## config.mk

```make
export PLATFORM = sky130hd
export DESIGN_NAME = trace_diverge_cmp
export DESIGN_NICKNAME = d
export VERILOG_FILES = /design/src/rtl/tdc_pkg.sv /design/src/rtl/tdc_store.sv /design/src/rtl/tdc_ptr.sv /design/src/rtl/tdc_cmp.sv /design/src/rtl/trace_diverge_cmp.sv
export SDC_FILE = /design/constraint.sdc
export NUM_CORES = 1
export LEC_CHECK = 0
export BUFFER_PORTS_ARGS = -buffer_cell sky130_fd_sc_hd__buf_2
export CORE_UTILIZATION = 43
export DETAILED_ROUTE_END_ITERATION = 6
export SYNTH_ARGS = -nofsm -noshare
export SYNTH_HDL_FRONTEND = slang
export SYNTH_SLANG_ARGS = --single-unit
export TNS_END_PERCENT = 30
```

## constraint.sdc

```tcl
create_clock -name clk_i -period 6.1 [get_ports clk_i]
set_clock_uncertainty 0.15 [all_clocks]
set_input_delay 0.305 -clock clk_i [delete_from_list [all_inputs] [get_ports clk_i]]
set_output_delay 0.305 -clock clk_i [all_outputs]
set_load 0.03 [all_outputs]
```

## src/rtl/tdc_pkg.sv

```systemverilog
package tdc_pkg;
  typedef enum logic [1:0] {
    KIND_OTHER = 2'b00,
    KIND_BR    = 2'b01,
    KIND_LD    = 2'b10,
    KIND_ST    = 2'b11
  } ev_kind_e;

  typedef enum logic [1:0] {
    FLD_NONE  = 2'd0,
    FLD_KIND  = 2'd1,
    FLD_ADDR  = 2'd2,
    FLD_VALUE = 2'd3
  } fld_e;
endpackage

```

## src/rtl/tdc_store.sv

```systemverilog
module tdc_store #(
  parameter int DEPTH = 16,
  parameter int AW    = 16,
  parameter int DW    = 16,
  localparam int IW   = $clog2(DEPTH)
) (
  input  logic          clk_i,
  input  logic          wr_en_i,
  input  logic [IW-1:0] wr_idx_i,
  input  logic [1:0]    wr_kind_i,
  input  logic [AW-1:0] wr_addr_i,
  input  logic [DW-1:0] wr_val_i,
  input  logic [IW-1:0] rd_idx_i,
  output logic [1:0]    rd_kind_o,
  output logic [AW-1:0] rd_addr_o,
  output logic [DW-1:0] rd_val_o
);
  logic [1:0]    kind_m [DEPTH];
  logic [AW-1:0] addr_m [DEPTH];
  logic [DW-1:0] val_m  [DEPTH];

  for (genvar g = 0; g < DEPTH; g++) begin : g_entry
    logic ent_en;
    assign ent_en = wr_en_i && (wr_idx_i == IW'(g));
    always_ff @(posedge clk_i) begin
      if (ent_en) begin
        kind_m[g] <= wr_kind_i;
        addr_m[g] <= wr_addr_i;
        val_m[g]  <= wr_val_i;
      end
    end
  end

  assign rd_kind_o = kind_m[rd_idx_i];
  assign rd_addr_o = addr_m[rd_idx_i];
  assign rd_val_o  = val_m[rd_idx_i];
endmodule

```

## src/rtl/tdc_ptr.sv

```systemverilog
module tdc_ptr #(
  parameter int DEPTH = 16,
  localparam int CW   = $clog2(DEPTH + 1)
) (
  input  logic          clk_i,
  input  logic          rst_ni,
  input  logic          clr_i,
  input  logic          rec_ev_i,
  input  logic          adv_i,
  output logic [CW-1:0] wr_cnt_o,
  output logic [CW-1:0] rd_ptr_o,
  output logic          full_o,
  output logic          avail_o,
  output logic          ovf_o
);
  logic [CW-1:0] wr_cnt_q, wr_cnt_d;
  logic [CW-1:0] rd_ptr_q, rd_ptr_d;
  logic          ovf_q, ovf_d;

  assign full_o  = (wr_cnt_q == CW'(DEPTH));
  assign avail_o = (rd_ptr_q < wr_cnt_q);

  always_comb begin
    wr_cnt_d = wr_cnt_q;
    rd_ptr_d = rd_ptr_q;
    ovf_d    = ovf_q;
    if (clr_i) begin
      wr_cnt_d = '0;
      rd_ptr_d = '0;
      ovf_d    = 1'b0;
    end else begin
      if (rec_ev_i) begin
        if (full_o) ovf_d = 1'b1;
        else        wr_cnt_d = wr_cnt_q + CW'(1);
      end
      if (adv_i && avail_o) rd_ptr_d = rd_ptr_q + CW'(1);
    end
  end

  always_ff @(posedge clk_i or negedge rst_ni) begin
    if (!rst_ni) begin
      wr_cnt_q <= '0;
      rd_ptr_q <= '0;
      ovf_q    <= 1'b0;
    end else begin
      wr_cnt_q <= wr_cnt_d;
      rd_ptr_q <= rd_ptr_d;
      ovf_q    <= ovf_d;
    end
  end

  assign wr_cnt_o = wr_cnt_q;
  assign rd_ptr_o = rd_ptr_q;
  assign ovf_o    = ovf_q;

  AST_WR_BOUND: assert property (@(posedge clk_i) disable iff (!rst_ni)
    wr_cnt_q <= CW'(DEPTH));
  AST_RD_LE_WR: assert property (@(posedge clk_i) disable iff (!rst_ni)
    rd_ptr_q <= wr_cnt_q);
  AST_OVF_FULL: assert property (@(posedge clk_i) disable iff (!rst_ni)
    ovf_q |-> full_o);
  AST_OVF_HOLD: assert property (@(posedge clk_i) disable iff (!rst_ni)
    ovf_q && !clr_i |=> ovf_q);
  AST_CLR_EMPTY: assert property (@(posedge clk_i) disable iff (!rst_ni)
    clr_i |=> wr_cnt_q == '0 && rd_ptr_q == '0 && !ovf_q);
endmodule

```

## src/rtl/tdc_cmp.sv

```systemverilog
module tdc_cmp
  import tdc_pkg::*;
#(
  parameter int AW = 16,
  parameter int DW = 16
) (
  input  logic [1:0]    exp_kind_i,
  input  logic [AW-1:0] exp_addr_i,
  input  logic [DW-1:0] exp_val_i,
  input  logic [1:0]    got_kind_i,
  input  logic [AW-1:0] got_addr_i,
  input  logic [DW-1:0] got_val_i,
  output fld_e          fld_o
);
  logic kind_ne, addr_ne, val_ne;

  assign kind_ne = (exp_kind_i != got_kind_i);
  assign addr_ne = (exp_addr_i != got_addr_i);
  assign val_ne  = (exp_val_i  != got_val_i);

  always_comb begin
    if (kind_ne)      fld_o = FLD_KIND;
    else if (addr_ne) fld_o = FLD_ADDR;
    else if (val_ne)  fld_o = FLD_VALUE;
    else              fld_o = FLD_NONE;
  end
endmodule

```

## src/rtl/trace_diverge_cmp.sv

```systemverilog
module trace_diverge_cmp
  import tdc_pkg::*;
#(
  parameter int DEPTH = 16,
  parameter int AW    = 16,
  parameter int DW    = 16,
  localparam int IW   = $clog2(DEPTH)
) (
  input  logic          clk_i,
  input  logic          rst_ni,
  input  logic          win_start_i,
  input  logic          mode_i,
  input  logic          ev_valid_i,
  input  logic [1:0]    ev_kind_i,
  input  logic [AW-1:0] ev_addr_i,
  input  logic [DW-1:0] ev_data_i,
  input  logic          ev_taken_i,
  output logic          ld_rdy_o,
  output logic [DW-1:0] ld_val_o,
  output logic          ovf_o,
  output logic          div_o,
  output logic [IW-1:0] div_idx_o,
  output logic [1:0]    div_field_o,
  output logic          done_o
);
  localparam int CW = $clog2(DEPTH + 1);

  logic          act, rec_ev, rep_ev, adv, div_set;
  logic [DW-1:0] ev_val;
  logic [CW-1:0] wr_cnt, rd_ptr;
  logic          full, avail;
  logic [1:0]    rd_kind;
  logic [AW-1:0] rd_addr;
  logic [DW-1:0] rd_val;
  fld_e          mis;

  logic          div_q, div_d;
  logic [IW-1:0] idx_q, idx_d;
  fld_e          fld_q, fld_d;

  // branch records keep only the outcome bit as their value
  assign ev_val  = (ev_kind_i == KIND_BR) ? {{(DW-1){1'b0}}, ev_taken_i} : ev_data_i;
  assign act     = ev_valid_i && (ev_kind_i != KIND_OTHER) && !win_start_i;
  assign rec_ev  = act && !mode_i;
  assign rep_ev  = act && mode_i && !div_q && avail;
  assign div_set = rep_ev && (mis != FLD_NONE);
  assign adv     = rep_ev && (mis == FLD_NONE);

  tdc_ptr #(.DEPTH(DEPTH)) i_ptr (
    .clk_i    (clk_i),
    .rst_ni   (rst_ni),
    .clr_i    (win_start_i),
    .rec_ev_i (rec_ev),
    .adv_i    (adv),
    .wr_cnt_o (wr_cnt),
    .rd_ptr_o (rd_ptr),
    .full_o   (full),
    .avail_o  (avail),
    .ovf_o    (ovf_o)
  );

  tdc_store #(.DEPTH(DEPTH), .AW(AW), .DW(DW)) i_store (
    .clk_i     (clk_i),
    .wr_en_i   (rec_ev && !full),
    .wr_idx_i  (wr_cnt[IW-1:0]),
    .wr_kind_i (ev_kind_i),
    .wr_addr_i (ev_addr_i),
    .wr_val_i  (ev_val),
    .rd_idx_i  (rd_ptr[IW-1:0]),
    .rd_kind_o (rd_kind),
    .rd_addr_o (rd_addr),
    .rd_val_o  (rd_val)
  );

  tdc_cmp #(.AW(AW), .DW(DW)) i_cmp (
    .exp_kind_i (rd_kind),
    .exp_addr_i (rd_addr),
    .exp_val_i  (rd_val),
    .got_kind_i (ev_kind_i),
    .got_addr_i (ev_addr_i),
    .got_val_i  (ev_val),
    .fld_o      (mis)
  );

  always_comb begin
    div_d = div_q;
    idx_d = idx_q;
    fld_d = fld_q;
    if (win_start_i) begin
      div_d = 1'b0;
      idx_d = '0;
      fld_d = FLD_NONE;
    end else if (div_set) begin
      div_d = 1'b1;
      idx_d = rd_ptr[IW-1:0];
      fld_d = mis;
    end
  end

  always_ff @(posedge clk_i or negedge rst_ni) begin
    if (!rst_ni) begin
      div_q <= 1'b0;
      idx_q <= '0;
      fld_q <= FLD_NONE;
    end else begin
      div_q <= div_d;
      idx_q <= idx_d;
      fld_q <= fld_d;
    end
  end

  assign ld_rdy_o    = mode_i && avail && (rd_kind == KIND_LD);
  assign ld_val_o    = ld_rdy_o ? rd_val : '0;
  assign div_o       = div_q;
  assign div_idx_o   = idx_q;
  assign div_field_o = fld_q;
  assign done_o      = mode_i && !div_q && !avail;

  AST_DIV_HOLD: assert property (@(posedge clk_i) disable iff (!rst_ni)
    div_q && !win_start_i |=> div_q && $stable(idx_q) && $stable(fld_q));
  AST_DIV_FIELD: assert property (@(posedge clk_i) disable iff (!rst_ni)
    div_q |-> fld_q != FLD_NONE);
  AST_DIV_IDX_RECORDED: assert property (@(posedge clk_i) disable iff (!rst_ni)
    div_q |-> CW'(idx_q) < wr_cnt);
  AST_DIV_PTR_FROZEN: assert property (@(posedge clk_i) disable iff (!rst_ni)
    div_q && !win_start_i |=> $stable(rd_ptr));
  AST_REPLAY_NO_WRITE: assert property (@(posedge clk_i) disable iff (!rst_ni)
    mode_i && !win_start_i |=> $stable(wr_cnt));
endmodule

```

==> results of run 1 <==
## worst max-delay path: stages, from the launching register on
cell and delay, ns:
dfrtp_4 0.82, buf_4 0.60, nand2b_1 0.48, o22ai_1 0.32
or2_0 0.18, nand2_1 0.06, o21ai_0 0.16, nand3_1 0.45
buf_4 0.40, inv_1 0.21, and3_1 0.20, buf_2 0.20
## timing repair
| action | CTS | global route |
|---|---|---|
| hold buffers | 20 | 0 |
| hold endpoints to repair | 315 | 0 |
| buffers inserted | 0 | 0 |
## layer usage
layer	share of wire	vias up	global-route usage	wire length, um
li1	-	5103	-	-
met1	0.44	6207	0.303	24800
met2	0.46	411	0.325	25800
met3	0.068	88	0.0403	3820
met4	0.028	2	0.0688	1550
met5	0.00023	-	0	13
## area by class of cell
type                    instances  area share
inverters                      20     0.00290
multi-input cells             563       0.219
well taps                     688      0.0332
flip-flops and latches        562       0.648
clock buffers                  70      0.0581
clock inverters                35     0.00849
repair buffers                115      0.0304
## worst min-delay path by stage
| stage | startpoint | depth (start not counted) | to | slack, ns |
|---|---|---|---|---|
| after global routing | rst_ni | 2 | div_idx_o[2]$_DFFE_PN0P_ | 0.05 |
| after CTS | rst_ni | 2 | i_ptr.wr_cnt_o[1]$_DFFE_PN0P_ | 0.02 |
| after detailed placement | rst_ni | 1 | i_ptr.wr_cnt_o[2]$_DFFE_PN0P_ | 0.12 |
| final | rst_ni | 2 | i_ptr.rd_ptr_o[1]$_DFFE_PN0P_ | 0.03 |
| after global placement | rst_ni | 1 | i_ptr.wr_cnt_o[3]$_DFFE_PN0P_ | 0.11 |
| after floorplan | rst_ni | 0 | div_field_o[0]$_DFFE_PN0P_ | -0.14 |
## placed cells by master (no fill, tap or decap), drive strengths merged, types with 6 or more instances in the layout
| cell type | n |
|---|---|
| dfrtp | 18 |
| nor2b | 14 |
| inv | 23 |
| ha | 9 |
| mux2i | 82 |
| clkinvlp | 6 |
| dlygate4sd3 | 20 |
| a21oi | 15 |
| o22ai | 13 |
| nor2 | 34 |
| nand3 | 12 |
| edfxtp | 544 |
| o21ai | 13 |
| mux2 | 32 |
| and2 | 22 |
| buf | 95 |
| a221oi | 8 |
| a211oi | 8 |
| and3 | 12 |
| xor2 | 18 |
| nor3 | 14 |
| clkinv | 25 |
| nand2 | 40 |
| nand4 | 6 |
| clkbuf | 70 |
| a22oi | 33 |
| mux4 | 96 |
| xnor2 | 28 |
## kinds of logic after synthesis
group,share of synthesized area
AOI/OAI and AO/OA,0.0368
xor gates and xnor gates,0.0176
adders and majority gates,0.00492
buffers and inverters,0.0202
DFF,0.733
muxes,0.146
and+or+nand+nor,0.0417
## per-stage QoR
step	instances	setup WS [ns]	hold slack, ns
2_1_floorplan	1202	2.88	-0.141
3_3_place_gp	1928	1.53	0.114
3_5_place_dp	1928	1.46	0.120
4_1_cts	2053	0.865	0.0199
5_1_grt	2053	0.630	0.0540
6_report	2053	0.901	0.0297
## flip-flops by register name, indices dropped and copies added, names as in the netlist
signal,count
i_store.addr_m,256
div_o,1
i_store.kind_m,32
i_ptr.rd_ptr_o,5
div_idx_o,4
i_ptr.ovf_o,1
i_store.val_m,256
i_ptr.wr_cnt_o,5
div_field_o,2
## power groups by stage
stage,Combinational (uW),Sequential [uW],Clock (uW)
finish,181,4250,3260
global placement,164,4330,0
detailed placement,170,4330,0
CTS,182,4250,3320
global route,197,4250,3460
floorplan,78.3,4330,0
==> results.py, run 1 <==
metrics = {
    "global_routing": {
        "grt_overflow": 0,
        "grt_pass1_wl_um": 81500,
        "grt_usage": 0.211,
        "grt_start_max_net_pins": 49,
        "grt_pass1_vias": 11900,
        "antenna_found_initial": 1,
    },
    "timing": {
        "setup_viol_count_final": 0,
        "tightest_slew_ns": 1.14,
        "max_freq_mhz": 192,
        "setup-tns-final_ns": 0,
        "period_share": 0.852,
        "finalHoldViolCount": 0,
        "period_needed_ns": 5.20,
        "slew_viol_final": 0,
        "timing.slew.headroom": 0.243,
        "rsz0062_at_grt": "false",
    },
    "layout": {
        "postLayoutCellArea_um2": 25900,
        "register_area_um2": 16800,
        "multi_input_area_um2": 5680,
        "syn2layout_area_growth_pct": 13.2,
        "nets": 1368,
        "diodes": 0,
        "finish.utilization": 0.493,
        "layout-drive-gt1-share": 0.243,
        "fillers": 4334,
    },
    "synthesis": {
        "netlist_area_um2": 22900,
        "post-synth-top-count-cell": "edfxtp_1",
        "seq_area_frac_synth": 0.733,
        "ys.flop_type": "edfxtp_1",
        "synth_top_area_frac": 0.713,
        "ys_top_cells_by_count": "544 x edfxtp_1, 96 x mux4_2, 82 x mux2i_1, 40 x nand2_1",
        "syn_avg_cell_area_um2": 19.1,
        "synthesis.nets": 1251,
        "synth.distinct_cells": 60,
        "netlist_top_cells_area": "edfxtp_1 71%, mux4_2 9.4%, mux2i_1 3.6%",
        "yosysTopAreaCell": "edfxtp_1",
        "synthCells": 1202,
        "synth-edff-count": 544,
        "ys_ff_latch": 562,
        "synthArstFlopShare": 0.0320,
        "synth_warnings": 0,
    },
    "pwr": {
        "finalPower_uw": 7690,
        "peakVddDrop_uv": 236,
        "comb_power_share": 0.024,
        "p_int_uw": 6100,
        "seq_power_share": 0.553,
        "leakagePower_uw": 0.00823,
        "p_clk_frac": 0.424,
        "switching_share": 0.207,
        "powerDensity_nw_per_um2": 297,
        "p_sw_uw": 1590,
    },
    "clocking": {
        "cts_resized": 0,
        "cts_buffer_depth": 3,
        "worst_skew_pair.late_latency_ns": 0.61,
        "cts_tree": "yes",
        "cts_root_buf": "clkbuf_16",
        "numCtsBuffers": 57,
        "cts.sink_count": 562,
        "clk_pin_slew_ns": 0.06,
        "cts.htree.levels": 2,
    },
    "critical_path": {
        "rr_worst_depth": 10,
        "path_class": "register to output pin",
        "critPathLaunchType": "register",
        "r2r-end": "div_idx_o[0]$_DFFE_PN0P_",
        "worstSetupEndpointType": "output pin",
        "reg2reg_slack_ns": 1.45,
        "worst-path-max-fanout": 40,
        "cp.arrival_ns": 4.74,
        "endpoint": "ld_val_o[5]",
        "reg2reg_from": "i_ptr.rd_ptr_o[2]$_DFFE_PN0P_",
        "critPathLaunch": "i_ptr.rd_ptr_o[2]$_DFFE_PN0P_",
        "worstPathRequired_ns": 5.64,
    },
    "hold_path": {
        "worstHoldPathType": "primary input to async pin",
    },
    "detailed_routing": {
        "drtIter0Drc": 1083,
        "vias": 11800,
        "wl_um": 56000,
        "wire_per_inst_um": 27.3,
        "drt-pass1-iter-count": 5,
        "drtAntennaViolNets": 0,
        "drc": 0,
        "vias_per_cell": 5.75,
    },
    "die": {
        "ioPinCount": 66,
        "die_h_um": 233,
        "start_util": 0.436,
        "rows": 84,
        "die_area_um2": 54200,
        "core_um2": 52600,
        "fp.dieW_um": 233,
    },
    "job": {
        "drv_cap": 0,
    },
    "placed_design": {
        "numPortBuffers": 65,
        "place.gp.congestion": 0.802,
        "dpl-instance-area_um2": 24000,
        "dp_hpwl_um": 30800,
    },
    "status": {
        "status": "finished clean",
    },
}
(Power assumes the default switching activity.)
==> run 2: changes to the inputs <==
--- a/config.mk
+++ b/config.mk
@@ -6,6 +6,7 @@
 export NUM_CORES = 1
 export LEC_CHECK = 0
 export BUFFER_PORTS_ARGS = -buffer_cell sky130_fd_sc_hd__buf_2
+export CORE_ASPECT_RATIO = 0.6
 export CORE_UTILIZATION = 43
 export DETAILED_ROUTE_END_ITERATION = 6
 export SYNTH_ARGS = -nofsm -noshare
==> run 2 against run 1 <==
  * Clock power is 2% lower
  * Utilization hardly changed
  * Cell count up 0.54%
  * First-iteration DRC count is 12% higher
  * Global-route usage increased by 0.10 points
  * Register-to-register slack worse by 0.53 ns
  * Largest power group unchanged
==> results.py, run 2 (same netlist as run 1, synthesis figures left out) <==
metrics = {
    "layout": {
        "final_cell_mix": "544 x edfxtp_1, 96 x mux4_2, 82 x mux2i_1",
        "reg.largest.list": "i_store.addr_m (256), i_store.val_m (256), i_store.kind_m (32)",
        "nets": 1369,
        "fillers": 4367,
        "layout.cells.non_filler": 2064,
        "layout_commonest_cell": "edfxtp_1",
        "multi_input_area_um2": 5680,
        "finish.utilization": 0.493,
        "syn2layout_area_growth_pct": 13.1,
        "register_area_um2": 16800,
        "layout-drive-gt1-share": 0.243,
    },
    "critical_path": {
        "cp.arrival_ns": 5.50,
        "worstPathRequired_ns": 6.42,
        "path_class": "register to register",
        "worst-path-max-fanout": 42,
        "worstSetupEndpointType": "register",
        "critPathLaunchType": "register",
    },
    "timing": {
        "period_share": 0.850,
        "max_freq_mhz": 193,
        "rsz0062_at_grt": "false",
        "setup-tns-final_ns": 0,
        "setup_viol_count_final": 0,
        "timing.slew.headroom": 0.336,
        "tightest_slew_ns": 0.987,
        "finalHoldViolCount": 0,
        "period_needed_ns": 5.18,
        "slew_viol_final": 0,
    },
    "global_routing": {
        "grt_pass1_vias": 12000,
        "grt_start_max_net_pins": 44,
        "grt_pass1_wl_um": 83100,
        "antenna_found_initial": 1,
        "grt_usage": 0.212,
        "grt_overflow": 0,
    },
    "pwr": {
        "p_int_uw": 6130,
        "comb_power_share": 0.024,
        "p_sw_uw": 1510,
        "p_clk_frac": 0.420,
        "peakVddDrop_uv": 204,
        "switching_share": 0.198,
        "seq_power_share": 0.556,
        "leakagePower_uw": 0.00825,
        "powerDensity_nw_per_um2": 295,
    },
    "die": {
        "die_h_um": 181,
        "start_util": 0.436,
        "core_um2": 52500,
        "die_area_um2": 54200,
        "rows": 65,
        "fp.dieW_um": 300,
        "ioPinCount": 66,
    },
    "detailed_routing": {
        "drtAntennaViolNets": 0,
        "drtIter0Drc": 1217,
        "wire_per_inst_um": 27.4,
        "drt-pass1-iter-count": 4,
        "vias": 11900,
        "drc": 0,
        "wl_um": 56600,
        "vias_per_cell": 5.77,
    },
    "placed_design": {
        "place.gp.congestion": 0.790,
        "dp_hpwl_um": 32200,
        "dp_cells": 1952,
        "numPortBuffers": 65,
    },
    "clocking": {
        "worst_skew_pair.late_latency_ns": 0.58,
        "cts.htree.levels": 2,
        "cts_buffer_depth": 3,
        "cts_root_buf": "clkbuf_16",
        "cts.sink_count": 562,
        "cts_tree": "yes",
        "clk_pin_slew_ns": 0.07,
        "cts_resized": 0,
        "numCtsBuffers": 50,
    },
    "job": {
        "drv_cap": 0,
    },
    "hold_path": {
        "worstHoldPathType": "primary input to async pin",
    },
    "status": {
        "status": "finished clean",
    },
}
## run 2: cell types whose count changed in the layout (fill, tap and decap cells not counted), moves of 2 or more
cell	before	now
bufinv_16	1	6
clkbuf_16	57	53
buf_4	27	38
and2_2	9	12
inv_6	2	0
and2_4	3	0
clkinvlp_4	6	0
clkbuf_1	10	7
clkbuf_8	3	0
buf_12	3	1
## run 2: power by group through the flow
stage	Combinational (uW)	Clock (uW)	Sequential, uW
global placement	168	0	4330
global route	200	3430	4250
floorplan	78.3	0	4330
finish	183	3210	4250
detailed placement	173	0	4330
CTS	184	3280	4250
## run 2: path summary, 6_finish.rpt
kind                                          startpoint                              end  slack, ns  depth (start not counted)
min in group clk_i                          ev_kind_i[0]  i_store.kind_m[12][0]$_DFFE_PP_       0.06                          1
setup / recovery           i_ptr.rd_ptr_o[0]$_DFFE_PN0P_         div_idx_o[2]$_DFFE_PN0P_       0.92                         10
max in group asynchronous                         rst_ni    i_ptr.rd_ptr_o[2]$_DFFE_PN0P_       5.40                          2
setup reg to reg           i_ptr.rd_ptr_o[0]$_DFFE_PN0P_         div_idx_o[2]$_DFFE_PN0P_       0.92                         10
hold reg to reg                  i_ptr.ovf_o$_DFFE_PN0P_          i_ptr.ovf_o$_DFFE_PN0P_       0.36                          1
hold / removal                                    rst_ni                div_o$_DFFE_PN0P_       0.05                          2
## run 2: worst max-delay path: stages (launching register included)
cell      delay [ns]
dfrtp_4         1.00
buf_4           0.47
mux4_2          0.57
a22oi_1         0.24
nand2_1         0.10
xor2_1          0.26
nor4_1          0.92
and4_1          0.47
nand3b_1        0.17
o21ai_2         0.33
mux2_1          0.36
## run 2: per-layer routing
| layer | routed length, um | vias up | track usage |
|---|---|---|---|
| met5 | 0 | - | 0 |
| met4 | 770 | 0 | 0.0404 |
| met3 | 4210 | 61 | 0.0387 |
| met2 | 25300 | 449 | 0.315 |
| met1 | 26300 | 6294 | 0.329 |
| li1 | - | 5100 | - |
## run 2: cell type report
cell class	instances	area share
diodes	1	0.0000966
clock buffers	60	0.0522
clock inverters	32	0.0116
inverters	20	0.00290
multi-input cells	563	0.219
flip-flops and latches	562	0.648
well taps	703	0.0340
repair buffers	123	0.0317
## run 2: what timing repair did
| item | in CTS | in global routing |
|---|---|---|
| buffers inserted | 0 | 0 |
| hold buffers | 19 | 0 |
| hold endpoints to repair | 260 | 0 |
## run 2: through the flow
step / instance area [um^2] / total power [uW] / hold slack, ns / setup slack, ns
6_report: 25900 / 7640 / 0.0525 / 0.917
5_1_grt: 25900 / 7880 / 0.0524 / 0.698
4_1_cts: 25900 / 7720 / 0.0406 / 0.882
3_5_place_dp: 24100 / 4510 / 0.121 / 0.943
3_3_place_gp: 24100 / 4500 / 0.123 / 1.01
2_1_floorplan: 22900 / 4410 / -0.141 / 2.88
==> run 3: changes to the inputs <==
==> constraint.sdc (replaced) <==
create_clock -name clk_i -period 4.34 [get_ports clk_i]
set_clock_uncertainty 0.15 [all_clocks]
set_input_delay 0.217 -clock clk_i [delete_from_list [all_inputs] [get_ports clk_i]]
set_output_delay 0.217 -clock clk_i [all_outputs]
set_load 0.03 [all_outputs]
==> run 3 against run 2 <==
  * Final area up 2.4%
  * Die area unchanged
  * Utilization up 1.2 points
  * Sequential cell count unchanged
  * Via count up 2.1%
  * Clock-buffer cell count up 4
  * Non-clock buffer count up 47
  * Sequential share of layout area down 1.5 points
==> results.py, run 3 (same netlist as run 1, synthesis figures left out) <==
metrics = {
    "status": {
        "status": "finished clean",
    },
    "placed_design": {
        "numPortBuffers": 65,
        "place_ws_ns": -0.294,
        "place.gp.congestion": 0.809,
        "dp_cells": 1991,
        "dp_hpwl_um": 34900,
        "dpl-instance-area_um2": 24500,
    },
    "detailed_routing": {
        "wire_per_inst_um": 27.7,
        "drtAntennaViolNets": 0,
        "drt-pass1-iter-count": 7,
        "vias_per_cell": 5.75,
        "wl_um": 58600,
        "drtIter0Drc": 1441,
        "vias": 12200,
        "drc": 0,
    },
    "layout": {
        "fillers": 4289,
        "layout_commonest_cell": "edfxtp_1",
        "final_cell_mix": "544 x edfxtp_1, 96 x mux4_2, 82 x mux2i_1",
        "finish.utilization": 0.505,
        "syn2layout_area_growth_pct": 15.8,
        "nets": 1416,
        "reg.largest.list": "i_store.addr_m (256), i_store.val_m (256), i_store.kind_m (32)",
        "postLayoutCellArea_um2": 26500,
        "diodes": 0,
        "layout-drive-gt1-share": 0.270,
        "layout.cells.non_filler": 2112,
    },
    "timing": {
        "period_needed_ns": 4.21,
        "max_freq_mhz": 238,
        "timing.slew.headroom": 0.406,
        "slew_viol_final": 0,
        "period_share": 0.969,
        "setup_viol_count_final": 0,
        "tightest_slew_ns": 0.888,
        "setup_slack_ns": 0.133,
        "setup-tns-final_ns": 0,
        "finalHoldViolCount": 0,
        "rsz0062_at_grt": "false",
    },
    "critical_path": {
        "worst-path-buf-inv": 4,
        "critPathLaunch": "i_ptr.rd_ptr_o[1]$_DFFE_PN0P_",
        "worst-path-max-fanout": 17,
        "worstSetupEndpointType": "output pin",
        "reg2reg_from": "i_ptr.rd_ptr_o[0]$_DFFE_PN0P_",
        "path_delay_family": "buffers and inverters",
        "path_class": "register to output pin",
        "cp.arrival_ns": 3.84,
        "slowest_stage": "dfrtp_4",
        "slowest_delay_ns": 0.70,
        "critPathLaunchType": "register",
        "worstPathRequired_ns": 3.97,
        "worstPathCellList": "buf_4 > ha_1 > a21o_1 > a21o_1 > a21oi_1 > nor2_1 > nor2_1 > nand3_1 > buf_4 > inv_1 > and3_1 > buf_2",
    },
    "pwr": {
        "peakVddDrop_uv": 292,
        "leakagePower_uw": 0.00856,
        "p_sw_uw": 2160,
        "p_clk_frac": 0.425,
        "comb_power_share": 0.025,
        "powerDensity_nw_per_um2": 409,
        "switching_share": 0.199,
        "p_int_uw": 8700,
        "seq_power_share": 0.550,
    },
    "job": {
        "drv_cap": 0,
    },
    "die": {
        "rows": 65,
        "die_area_um2": 54200,
        "fp.dieW_um": 300,
        "die_h_um": 181,
        "ioPinCount": 66,
        "core_um2": 52500,
        "start_util": 0.436,
    },
    "global_routing": {
        "grt_overflow": 0,
        "antenna_found_initial": 1,
        "grt_start_max_net_pins": 39,
        "grt_pass1_wl_um": 84800,
        "grt_usage": 0.217,
        "grt_pass1_vias": 12100,
    },
    "clocking": {
        "numCtsBuffers": 50,
        "cts.sink_count": 562,
        "cts_root_buf": "clkbuf_16",
        "clk_pin_slew_ns": 0.07,
        "cts_buffer_depth": 3,
        "cts_tree": "yes",
        "cts.htree.levels": 2,
        "worst_skew_pair.late_latency_ns": 0.58,
    },
    "hold_path": {
        "min_from": "ev_data_i[4]",
        "worstHoldPathType": "primary input to register",
    },
}
[run 3: changes by cell type in the layout (fill, tap and decap cells not counted), sizes merged]
cell	delta
buf	+46
clkinv	-5
clkbuf	+4
clkinvlp	+2
bufinv	+1
diode	-1
dlygate4sd3	+1
[run 3: final cells by class]
cell class / count / area [um^2] / area share
Clock buffer: 64 / 1370 / 0.0515
Sequential cell: 562 / 16800 / 0.633
Clock inverter: 30 / 330 / 0.0124
Timing Repair Buffer: 170 / 1370 / 0.0518
Tap cell: 703 / 880 / 0.0332
Multi-Input combinational cell: 563 / 5710 / 0.215
Inverter: 20 / 75.1 / 0.00283
[run 3: stage by stage]
stage / hold slack, ns / total power [uW]
6_report: 0.0216 / 10900
5_1_grt: 0.0390 / 11200
4_1_cts: 0.0120 / 10900
3_5_place_dp: 0.0401 / 6340
3_3_place_gp: 0.0358 / 6330
2_1_floorplan: -0.229 / 6200
[run 3: worst register-to-register path: stages (launching register included)]
cell	delay, ns
dfrtp_4	0.54
buf_4	0.22
buf_12	0.15
buf_4	0.24
mux4_2	0.53
nand3_1	0.11
nand3_1	0.20
xor2_1	0.23
nor4_4	0.50
and4_1	0.40
nand3b_1	0.16
o21ai_2	0.24
mux2_1	0.35
[run 3: final timing paths]
check / slack, ns / cells after the start / endpoint
max in group asynchronous: 2.70 / 3 / i_ptr.rd_ptr_o[0]$_DFFE_PN0P_
max reg2reg: 0.22 / 12 / div_idx_o[1]$_DFFE_PN0P_
min: 0.02 / 3 / i_store.val_m[14][4]$_DFFE_PP_
min reg2reg: 0.35 / 1 / i_ptr.ovf_o$_DFFE_PN0P_
min in group asynchronous: 0.69 / 3 / i_ptr.wr_cnt_o[3]$_DFFE_PN0P_
max: 0.13 / 12 / ld_val_o[5]
[run 3: routing by layer]
metal / GRT usage / vias to the layer above / share of wire
li1: - / 5200 / -
met4: 0.0371 / 0 / 0.013
met5: 0 / - / 0
met2: 0.322 / 479 / 0.45
met3: 0.0364 / 58 / 0.073
met1: 0.340 / 6414 / 0.47
[run 3: repair_timing]
action / 4_1_cts / 5_1_grt
gates cloned: 0 / 0
hold endpoints to repair: 304 / 0
gates resized for setup: 1 / 5
hold buffers: 20 / 0
setup endpoints to repair: 17 / 9
buffers inserted: 6 / 1
[run 3: power by group through the flow]
| stage | clock (uW) | sequential (uW) | combinational (uW) |
|---|---|---|---|
| after floorplan | 0 | 6090 | 110 |
| after detailed placement | 0 | 6090 | 252 |
| after CTS | 4690 | 5970 | 268 |
| after global routing | 4900 | 5970 | 293 |
| final | 4620 | 5970 | 269 |
| after global placement | 0 | 6090 | 245 |
